### src/rtl/bcs_pkg.sv
package bcs_pkg;

    typedef enum logic [2:0] {
        CYC_INT   = 3'd0,
        CYC_FETCH = 3'd1,
        CYC_ORD   = 3'd2,
        CYC_OWR   = 3'd3,
        CYC_IORD  = 3'd4,
        CYC_IOWR  = 3'd5
    } cyc_e;

    typedef enum logic [2:0] {
        SEL_NONE,
        SEL_REFILL,
        SEL_CON,
        SEL_IRQ,
        SEL_BR,
        SEL_REQ
    } sel_e;

    function automatic cyc_e to_cyc(input logic [2:0] code);
        case (code)
            3'd1:    return CYC_FETCH;
            3'd2:    return CYC_ORD;
            3'd3:    return CYC_OWR;
            3'd4:    return CYC_IORD;
            3'd5:    return CYC_IOWR;
            default: return CYC_INT;
        endcase
    endfunction

    function automatic logic cyc_is_write(input cyc_e t);
        return (t == CYC_OWR) || (t == CYC_IOWR);
    endfunction

    function automatic logic cyc_is_io(input cyc_e t);
        return (t == CYC_IORD) || (t == CYC_IOWR);
    endfunction

    function automatic logic cyc_is_read(input cyc_e t);
        return (t == CYC_FETCH) || (t == CYC_ORD) || (t == CYC_IORD);
    endfunction

endpackage

### src/rtl/bcs_arbiter.sv
module bcs_arbiter
    import bcs_pkg::*;
(
    input  logic boundary,
    input  logic refill_pend,
    input  logic con_req,
    input  logic irq_req,
    input  logic br_req,
    input  logic req_valid,
    output sel_e sel
);

    always_comb begin
        sel = SEL_NONE;
        if (boundary) begin
            if (refill_pend)    sel = SEL_REFILL;
            else if (con_req)   sel = SEL_CON;
            else if (irq_req)   sel = SEL_IRQ;
            else if (br_req)    sel = SEL_BR;
            else if (req_valid) sel = SEL_REQ;
        end
    end

endmodule

### src/rtl/bcs_lines.sv
module bcs_lines
    import bcs_pkg::*;
(
    input  logic active,
    input  cyc_e typ,
    input  logic late,
    output logic rw_n,
    output logic oi_n,
    output logic mio_n,
    output logic as_n,
    output logic rd_n,
    output logic wr_n,
    output logic ds_n,
    output logic oe
);

    logic on_bus;
    logic wr;

    always_comb begin
        on_bus = active && (typ != CYC_INT);
        wr     = cyc_is_write(typ);
        rw_n   = !(active && wr);
        oi_n   = active && (typ != CYC_INT) && (typ != CYC_FETCH);
        mio_n  = !(active && cyc_is_io(typ));
        as_n   = !(on_bus && !late);
        ds_n   = !(on_bus && late);
        rd_n   = !(on_bus && late && !wr);
        wr_n   = !(on_bus && late && wr);
        oe     = active && wr;
    end

endmodule

### src/rtl/bus_cycle_sequencer.sv
module bus_cycle_sequencer
    import bcs_pkg::*;
#(
    parameter int ADDR_W   = 16,
    parameter int DATA_W   = 16,
    parameter int REFILL_N = 2
) (
    input  logic              clk,
    input  logic              rst_n,
    input  logic              req_valid,
    input  logic [2:0]        req_type,
    input  logic [ADDR_W-1:0] req_addr,
    input  logic [DATA_W-1:0] req_wdata,
    output logic              req_take,
    output logic              done,
    output logic [DATA_W-1:0] rdata,
    input  logic              br_req,
    input  logic [ADDR_W-1:0] br_addr,
    output logic              br_take,
    input  logic              irq_req,
    input  logic [ADDR_W-1:0] irq_vec,
    output logic              irq_take,
    input  logic              con_req,
    output logic              con_take,
    output logic              fill_valid,
    output logic [DATA_W-1:0] fill_data,
    output logic [ADDR_W-1:0] bus_addr,
    output logic [DATA_W-1:0] bus_dout,
    output logic              bus_oe,
    input  logic [DATA_W-1:0] bus_din,
    input  logic              bus_ready,
    output logic              bus_rw_n,
    output logic              bus_oi_n,
    output logic              bus_mio_n,
    output logic              bus_as_n,
    output logic              bus_rd_n,
    output logic              bus_wr_n,
    output logic              bus_ds_n
);

    localparam int CNT_W = $clog2(REFILL_N + 1);

    typedef struct packed {
        logic              active;
        cyc_e              typ;
        logic              late;
        logic              fill;
        logic [ADDR_W-1:0] addr;
        logic [DATA_W-1:0] wdata;
        logic [CNT_W-1:0]  left;
        logic              done;
        logic [DATA_W-1:0] rdata;
        logic              fill_valid;
        logic [DATA_W-1:0] fill_data;
    } seq_t;

    seq_t st_q, st_d;
    logic cyc_end;
    logic boundary;
    sel_e sel;

    bcs_arbiter u_arb (
        .boundary   (boundary),
        .refill_pend(st_q.left != '0),
        .con_req    (con_req),
        .irq_req    (irq_req),
        .br_req     (br_req),
        .req_valid  (req_valid),
        .sel        (sel)
    );

    always_comb begin
        cyc_end  = st_q.active && st_q.late && ((st_q.typ == CYC_INT) || bus_ready);
        boundary = !st_q.active || cyc_end;

        st_d            = st_q;
        st_d.done       = 1'b0;
        st_d.fill_valid = 1'b0;

        if (st_q.active && !st_q.late) begin
            st_d.late = 1'b1;
        end

        if (cyc_end) begin
            st_d.active = 1'b0;
            st_d.late   = 1'b0;
            if (st_q.fill) begin
                st_d.fill_valid = 1'b1;
                st_d.fill_data  = bus_din;
            end else begin
                st_d.done = 1'b1;
                if (cyc_is_read(st_q.typ)) begin
                    st_d.rdata = bus_din;
                end
            end
        end

        case (sel)
            SEL_REFILL: begin
                st_d.active = 1'b1;
                st_d.late   = 1'b0;
                st_d.typ    = CYC_FETCH;
                st_d.fill   = 1'b1;
                st_d.addr   = st_q.addr + ADDR_W'(1);
                st_d.left   = st_q.left - CNT_W'(1);
            end
            SEL_IRQ: begin
                st_d.active = 1'b1;
                st_d.late   = 1'b0;
                st_d.typ    = CYC_FETCH;
                st_d.fill   = 1'b1;
                st_d.addr   = irq_vec;
                st_d.left   = CNT_W'(REFILL_N - 1);
            end
            SEL_BR: begin
                st_d.active = 1'b1;
                st_d.late   = 1'b0;
                st_d.typ    = CYC_FETCH;
                st_d.fill   = 1'b1;
                st_d.addr   = br_addr;
                st_d.left   = CNT_W'(REFILL_N - 1);
            end
            SEL_REQ: begin
                st_d.active = 1'b1;
                st_d.late   = 1'b0;
                st_d.typ    = to_cyc(req_type);
                st_d.fill   = 1'b0;
                st_d.addr   = req_addr;
                st_d.wdata  = req_wdata;
            end
            default: ;
        endcase
    end

    always_ff @(posedge clk) begin
        if (!rst_n) begin
            st_q <= '{
                active:     1'b0,
                typ:        CYC_INT,
                late:       1'b0,
                fill:       1'b0,
                addr:       '0,
                wdata:      '0,
                left:       '0,
                done:       1'b0,
                rdata:      '0,
                fill_valid: 1'b0,
                fill_data:  '0
            };
        end else begin
            st_q <= st_d;
        end
    end

    bcs_lines u_lines (
        .active(st_q.active),
        .typ   (st_q.typ),
        .late  (st_q.late),
        .rw_n  (bus_rw_n),
        .oi_n  (bus_oi_n),
        .mio_n (bus_mio_n),
        .as_n  (bus_as_n),
        .rd_n  (bus_rd_n),
        .wr_n  (bus_wr_n),
        .ds_n  (bus_ds_n),
        .oe    (bus_oe)
    );

    assign req_take   = (sel == SEL_REQ);
    assign br_take    = (sel == SEL_BR);
    assign irq_take   = (sel == SEL_IRQ);
    assign con_take   = (sel == SEL_CON);
    assign done       = st_q.done;
    assign rdata      = st_q.rdata;
    assign fill_valid = st_q.fill_valid;
    assign fill_data  = st_q.fill_data;
    assign bus_addr   = st_q.addr;
    assign bus_dout   = st_q.wdata;

endmodule

### config.mk
export PLATFORM = sky130hd
export DESIGN_NAME = bus_cycle_sequencer
export DESIGN_NICKNAME = d
export VERILOG_FILES = /design/src/rtl/bcs_pkg.sv /design/src/rtl/bcs_arbiter.sv /design/src/rtl/bcs_lines.sv /design/src/rtl/bus_cycle_sequencer.sv
export SDC_FILE = /design/constraint.sdc
export NUM_CORES = 1
export LEC_CHECK = 0
export CAP_MARGIN = 10
export CORE_MARGIN = 2
export CORE_UTILIZATION = 25
export CTS_CLUSTER_DIAMETER = 80
export DETAILED_ROUTE_END_ITERATION = 10
export GPL_ROUTABILITY_DRIVEN = 0
export PLACE_DENSITY_LB_ADDON = 0.12
export SYNTH_ARGS = -nofsm -noshare
export SYNTH_HDL_FRONTEND = slang
export SYNTH_SLANG_ARGS = --single-unit
### constraint.sdc
create_clock -name clk -period 2 [get_ports clk]
set_input_delay 0.3 -clock clk [delete_from_list [all_inputs] [get_ports clk]]
set_output_delay 0.3 -clock clk [all_outputs]
set_load 0.03 [all_outputs]
## After elaboration in Yosys (flattened, before gate mapping)

Cells that the tools add are included.

| word-level totals | value |
|---|---|
| bits of input ports | 90 |
| flip-flop bits (word level) | 74 |

| operators by class | value |
|---|---|
| bitwise logic cells | 1 |
| eq/ne operators | 16 |
| reductions and logical operators | 37 |
| multiplexer cells | 15 |
| $add $sub $neg | 2 |

Operators by type and width:

| kind | number |
|---|---|
| $pmux 22 s4 | 1 |
| $mux 17 | 2 |
| $eq 3x2->1 const B | 6 |
| $eq 3x3->1 const B | 6 |
| $mux 3 | 6 |
| $add 16x1->16 const B | 1 |
| $mux 16 | 1 |
| $pmux 3 s5 | 1 |
| $logic_and 1x1->1 | 11 |
| $eq 3x1->1 const B | 3 |
| $logic_not 1->1 | 9 |
| $logic_or 1x1->1 | 6 |
| $reduce_bool 6->1 | 1 |
| $reduce_bool 5->1 | 1 |
| $pmux 2 s2 | 1 |
| $reduce_and 2->1 | 2 |
| $reduce_bool 2->1 | 2 |
| $reduce_bool 4->1 | 1 |
| $logic_not 3->1 | 1 |
| $mux 1 | 3 |
| $ne 3x1->1 const B | 1 |
| $reduce_and 3->1 | 1 |
| $reduce_bool 3->1 | 1 |
| $reduce_or 2->1 | 1 |
| other kinds (2) | 2 |

## Logic depth before layout (Yosys ltp)

| depth | value |
|---|---|
| depth after elaboration | 9 |
| gate-level depth with buffers | 9 |
| mapped depth without buffers | 7 |

## By module

A second synthesis with hierarchy kept.

| second synthesis, totals | value |
|---|---|
| cells, all modules | 513 |
| area total of the unflattened synthesis | 4,103.9 sq um |

By module, submodules not included:

| module | cells each | area each (sq um) | times used | sequential area each (sq um) |
|---|---|---|---|---|
| bus_cycle_sequencer | 493 | 3,958.8 | 1 | 1,481.4 |
| bcs_lines | 12 | 85.1 | 1 | 0.0 |
| bcs_arbiter | 8 | 60.1 | 1 | 0.0 |

## Least setup slack after synthesis

No wires, ideal clock.

| timing | value |
|---|---|
| path type | flip-flop to output port |
| start | reg st_q[70] (netlist name) |
| end | out br_take |
| arrival | 1,808 ps |
| path buffers | 1 |
| slack | -108 ps |
| data required time | 1,700 ps |
| stages on the path, launching flop included | 6 |
| cells stage by stage | dfxtp_1 > nor3_4 > o22ai_2 > buf_6 > or2_2 > nor3_1 |

| between the ends | value |
|---|---|
| longest elaborated chain between the ends | 6 |

RTL lines:

| item | line | text |
|---|---|---|
| from (decl) | bus_cycle_sequencer.sv:57 | `seq_t st_q, st_d;` |
| from (signal assigned) | bus_cycle_sequencer.sv:137 | `st_q <= '{` |
| from (signal assigned) | bus_cycle_sequencer.sv:151 | `st_q <= st_d;` |
| $logic_not 3->1 | bus_cycle_sequencer.sv:73 | `cyc_end = st_q.active && st_q.late && ((st_q.typ == CYC_INT) \|\| bus_ready);` |
| $logic_or 1x1->1 | bus_cycle_sequencer.sv:73 |  |
| $logic_and 1x1->1 | bus_cycle_sequencer.sv:73 |  |
| $logic_or 1x1->1 | bus_cycle_sequencer.sv:74 | `boundary = !st_q.active \|\| cyc_end;` |
| $mux 3 | bcs_arbiter.sv:15 | `if (boundary) begin` |
| $eq 3x3->1 | bus_cycle_sequencer.sv:170 | `assign br_take = (sel == SEL_BR);` |
| to (decl) | bus_cycle_sequencer.sv:19 | `output logic br_take,` |

No other way between the ends.

## Worst setup path in the final report

| timing | value |
|---|---|
| start | reg st_q[34] (netlist name) |
| end | out req_take |

| between the ends | value |
|---|---|
| longest elaborated chain between the ends | 4 |

RTL lines:

| item | line | text |
|---|---|---|
| $reduce_bool 2->1 | bus_cycle_sequencer.sv:64 | `.refill_pend(st_q.left != '0),` |
| $mux 3 | bcs_arbiter.sv:16 | `if (refill_pend) sel = SEL_REFILL;` |
| $mux 3 | bcs_arbiter.sv:15 |  |
| $eq 3x3->1 | n/a |  |
| to (decl) | bus_cycle_sequencer.sv:14 | `output logic req_take,` |

No other way between the ends.

==> flow_metrics.py <==
metrics = {
    "critical_path": {
        "cp.arrival_ns": 1.84,
        "r2r_setup_slack_ns": -0.02,
        "critPathKind": "flop to output port",
        "crit_path_max_fanout": 2,
        "data_required_time_at_the_worst_endpoint_ns": 1.70,
        "worstReg2RegStart": "st_q[34]$_SDFFE_PN0P_",
        "worstSetupStartpointType": "flop",
        "reg2reg_depth": 12,
        "timing.critical_path.to_type": "output port",
        "critical_path.reg2reg.endpoint": "bus_dout[12]$_SDFFE_PN0N_",
    },
    "global_route": {
        "grt_residual_overflow": 0,
        "grt_antenna_before_repair": 0,
        "grt_start_max_net_pins": 42,
        "number_of_global_route_vias_before_repair": 3900,
        "combined_global_route_utilization_of_all_metal_layers_pct": 14.6,
        "first_pass_grt_wire_length_um": 20500,
    },
    "timing": {
        "finalSetupViolCount": 7,
        "fin_hold_ws_ns": 0.272,
        "finalWorstSetupSlack_ns": -0.143,
        "hold_viol_final": 0,
        "skew_ns": 0.00650,
        "slew_violations": 0,
        "period_minus_slack_ns": 2.14,
        "timing.slew.headroom_pct": 70.6,
        "period_share_pct": 107,
        "tightest_slew_ns": 0.439,
        "fmax_ghz": 0.467,
        "rsz0062_at_grt": "yes",
    },
    "routing": {
        "route.antenna.remaining_nets": 0,
        "vias_per_cell": 4.50,
        "drt_wl_total_um": 12900,
        "first_iter_violations": 187,
        "detail_route.drc_violations": 0,
        "first_pass_iters": 4,
        "detail_route.wl_per_cell_um": 14.5,
        "routed-via-count": 3989,
    },
    "pwr": {
        "power_w": 0.00636,
        "ir_worst_vdd_mv": 0.499,
        "leakage_nw": 2.34,
        "power_density_relative_to_cell_area_nw_per_um2": 982,
    },
    "place": {
        "dpl.hpwl_um": 9700,
        "placed_cells": 857,
        "io_buffer_count": 167,
        "detailedPlace.worstSlack_ns": -0.228,
    },
    "outcome": {
        "failed_checks": "setup timing",
        "status": "complete, but fails checks",
    },
    "clock_network": {
        "postCtsHoldBufs": 0,
        "cts-buffers-inserted": 9,
        "clk_transition_reported_paths_ns": 0.06,
        "tritoncts": "yes",
        "cts_root_buffer": "sky130_fd_sc_hd__clkbuf_16",
        "clockBufferDepth": 2,
        "clock_insertion_delay_worst_skew_ns": 0.34,
        "cts.htree.levels": 3,
        "number_of_clock_sinks": 74,
    },
    "floorplan": {
        "die_w_um": 133,
        "die_h_um": 133,
        "rows": 47,
        "initial_core_util_pct": 25.3,
        "core_area_um2": 16400,
        "die_area_um2": 17700,
        "ioPinCount": 168,
    },
    "synth": {
        "ys_async_sr_fraction_pct": 0,
        "seq_area_frac_synth_pct": 35.6,
        "postSynthRegisterBits": 74,
        "synth_fp_nets": 602,
        "netlist-cell-type-count": 51,
        "synth_commonest_cells": "74 x sky130_fd_sc_hd__dfxtp_1, 64 x sky130_fd_sc_hd__buf_4, 64 x sky130_fd_sc_hd__nand2_1",
        "top_area_cell_type_share_of_the_netlist_area_pct": 35.6,
        "synthCells": 508,
        "yosys_warnings": 0,
        "most_used_standard_cell_by_instance_count_after_synthesis": "sky130_fd_sc_hd__dfxtp_1",
        "synth_enable_flop_cells": 0,
        "ys_dominant_reg_cell": "sky130_fd_sc_hd__dfxtp_1",
        "synth.largest_area_cell": "sky130_fd_sc_hd__dfxtp_1",
        "syn_area_um2": 4160,
        "avgSynthCellArea_um2": 8.18,
        "synthTopCellsByArea": "sky130_fd_sc_hd__dfxtp_1 36%, sky130_fd_sc_hd__buf_4 12%, sky130_fd_sc_hd__nand2_1 5.8%",
    },
    "worst_hold_path": {
        "timing.hold.worst.class": "input pin to flop",
        "min-delay-start": "rst_n",
        "hold-path-cell-count": 3,
        "endpoint_of_the_worst_hold_path": "st_q[69]$_SDFFE_PN0P_",
    },
    "job": {
        "drv.max_cap_violation_count": 0,
    },
    "cells_and_area": {
        "antenna_cells": 0,
        "area.growth.synth_to_final_pct": 55.7,
        "final_layout_size_suffix_gt1_share_pct": 17.8,
        "num-nets-final": 757,
        "fillCellCount": 1632,
        "post_layout_nonfiller_instances": 887,
    },
}
worst max path at each step:
stage	startpoint	end	cells after the start
6_report	st_q[34]$_SDFFE_PN0P_	req_take	8
3_5_place_dp	irq_req	bus_dout[3]$_SDFFE_PN0N_	7
2_1_floorplan	st_q[34]$_SDFFE_PN0P_	bus_addr[1]$_SDFFE_PN0P_	7
4_1_cts	st_q[34]$_SDFFE_PN0P_	req_take	8
5_1_grt	st_q[34]$_SDFFE_PN0P_	req_take	8
3_3_place_gp	irq_req	bus_dout[1]$_SDFFE_PN0N_	7
power breakdown:
group          switching (W)  internal [W]
Clock               0.000656      0.000989
Sequential          0.000201       0.00167
Combinational        0.00142       0.00142
layout make-up:
| class | count | area, um^2 | area share [%] |
|---|---|---|---|
| Clock inverter | 5 | 55.1 | 0.850 |
| Timing Repair Buffer | 238 | 2330 | 35.9 |
| Inverter | 13 | 48.8 | 0.754 |
| Multi-Input combinational cell | 327 | 2040 | 31.6 |
| Clock buffer | 10 | 239 | 3.69 |
| Sequential cell | 74 | 1490 | 22.9 |
| Tap cell | 220 | 275 | 4.25 |
cell families after synthesis:
family | Yosys count | share of synthesized area, %
simple gates | 167 | 20.3
compound gates | 123 | 18.7
buf+inv | 107 | 16.4
flops | 74 | 35.6
mux | 22 | 5.48
xor+xnor | 11 | 2.32
fa+ha+maj | 4 | 1.20
critical path, stage by stage, from the launching register on:
cell	delay (ns)
sky130_fd_sc_hd__dfxtp_2	0.32
sky130_fd_sc_hd__inv_2	0.07
sky130_fd_sc_hd__ha_4	0.14
sky130_fd_sc_hd__buf_6	0.10
sky130_fd_sc_hd__nand2b_4	0.05
sky130_fd_sc_hd__or3_4	0.41
sky130_fd_sc_hd__nor3_4	0.15
sky130_fd_sc_hd__buf_6	0.13
sky130_fd_sc_hd__buf_6	0.12
per-layer routing:
layer / vias up / wire (um) / global-route usage, %
met2: 131 / 5980 / 23.8
met5: - / 0 / 0
met1: 1839 / 5850 / 18.5
li1: 2007 / - / -
met3: 12 / 861 / 3.91
met4: 0 / 195 / 5.38
metrics by stage:
stage                     utilization (%)  area (um^2)  setup TNS [ns]
after floorplan                         -         4170               0
after global placement               36.4         5970           -4.77
after detailed placement             36.4         5970           -4.87
after CTS                            38.6         6330          -0.219
after global routing                 39.5         6470          -0.990
final                                39.5         6470          -0.230
cell usage in the layout (no fill, tap or decap), drive strengths merged, types with 11 or more instances in the layout:
cell type	synthesis	routed
a21boi	17	17
a21oi	25	25
buf	75	77
clkbuf	19	11
clkdlybuf4s50	0	155
dfxtp	74	74
inv	13	13
mux2i	16	16
nand2	64	64
nand3	24	24
nor2	19	19
nor2b	21	21
o21ai	46	46
flip-flops by register name (all words and copies together), names as in the netlist:
signal / flops
bus_addr: 16
bus_dout: 16
done: 1
fill_data: 16
fill_valid: 1
rdata: 16
st_q: 8
what timing repair did:
action | in CTS | in global routing
pin swaps | 5 | 7
buffers inserted | 4 | 11
resized for setup | 16 | 12
gates cloned | 0 | 1
endpoints found under the setup margin | 30 | 26
Power figures use the tool's default switching activity.
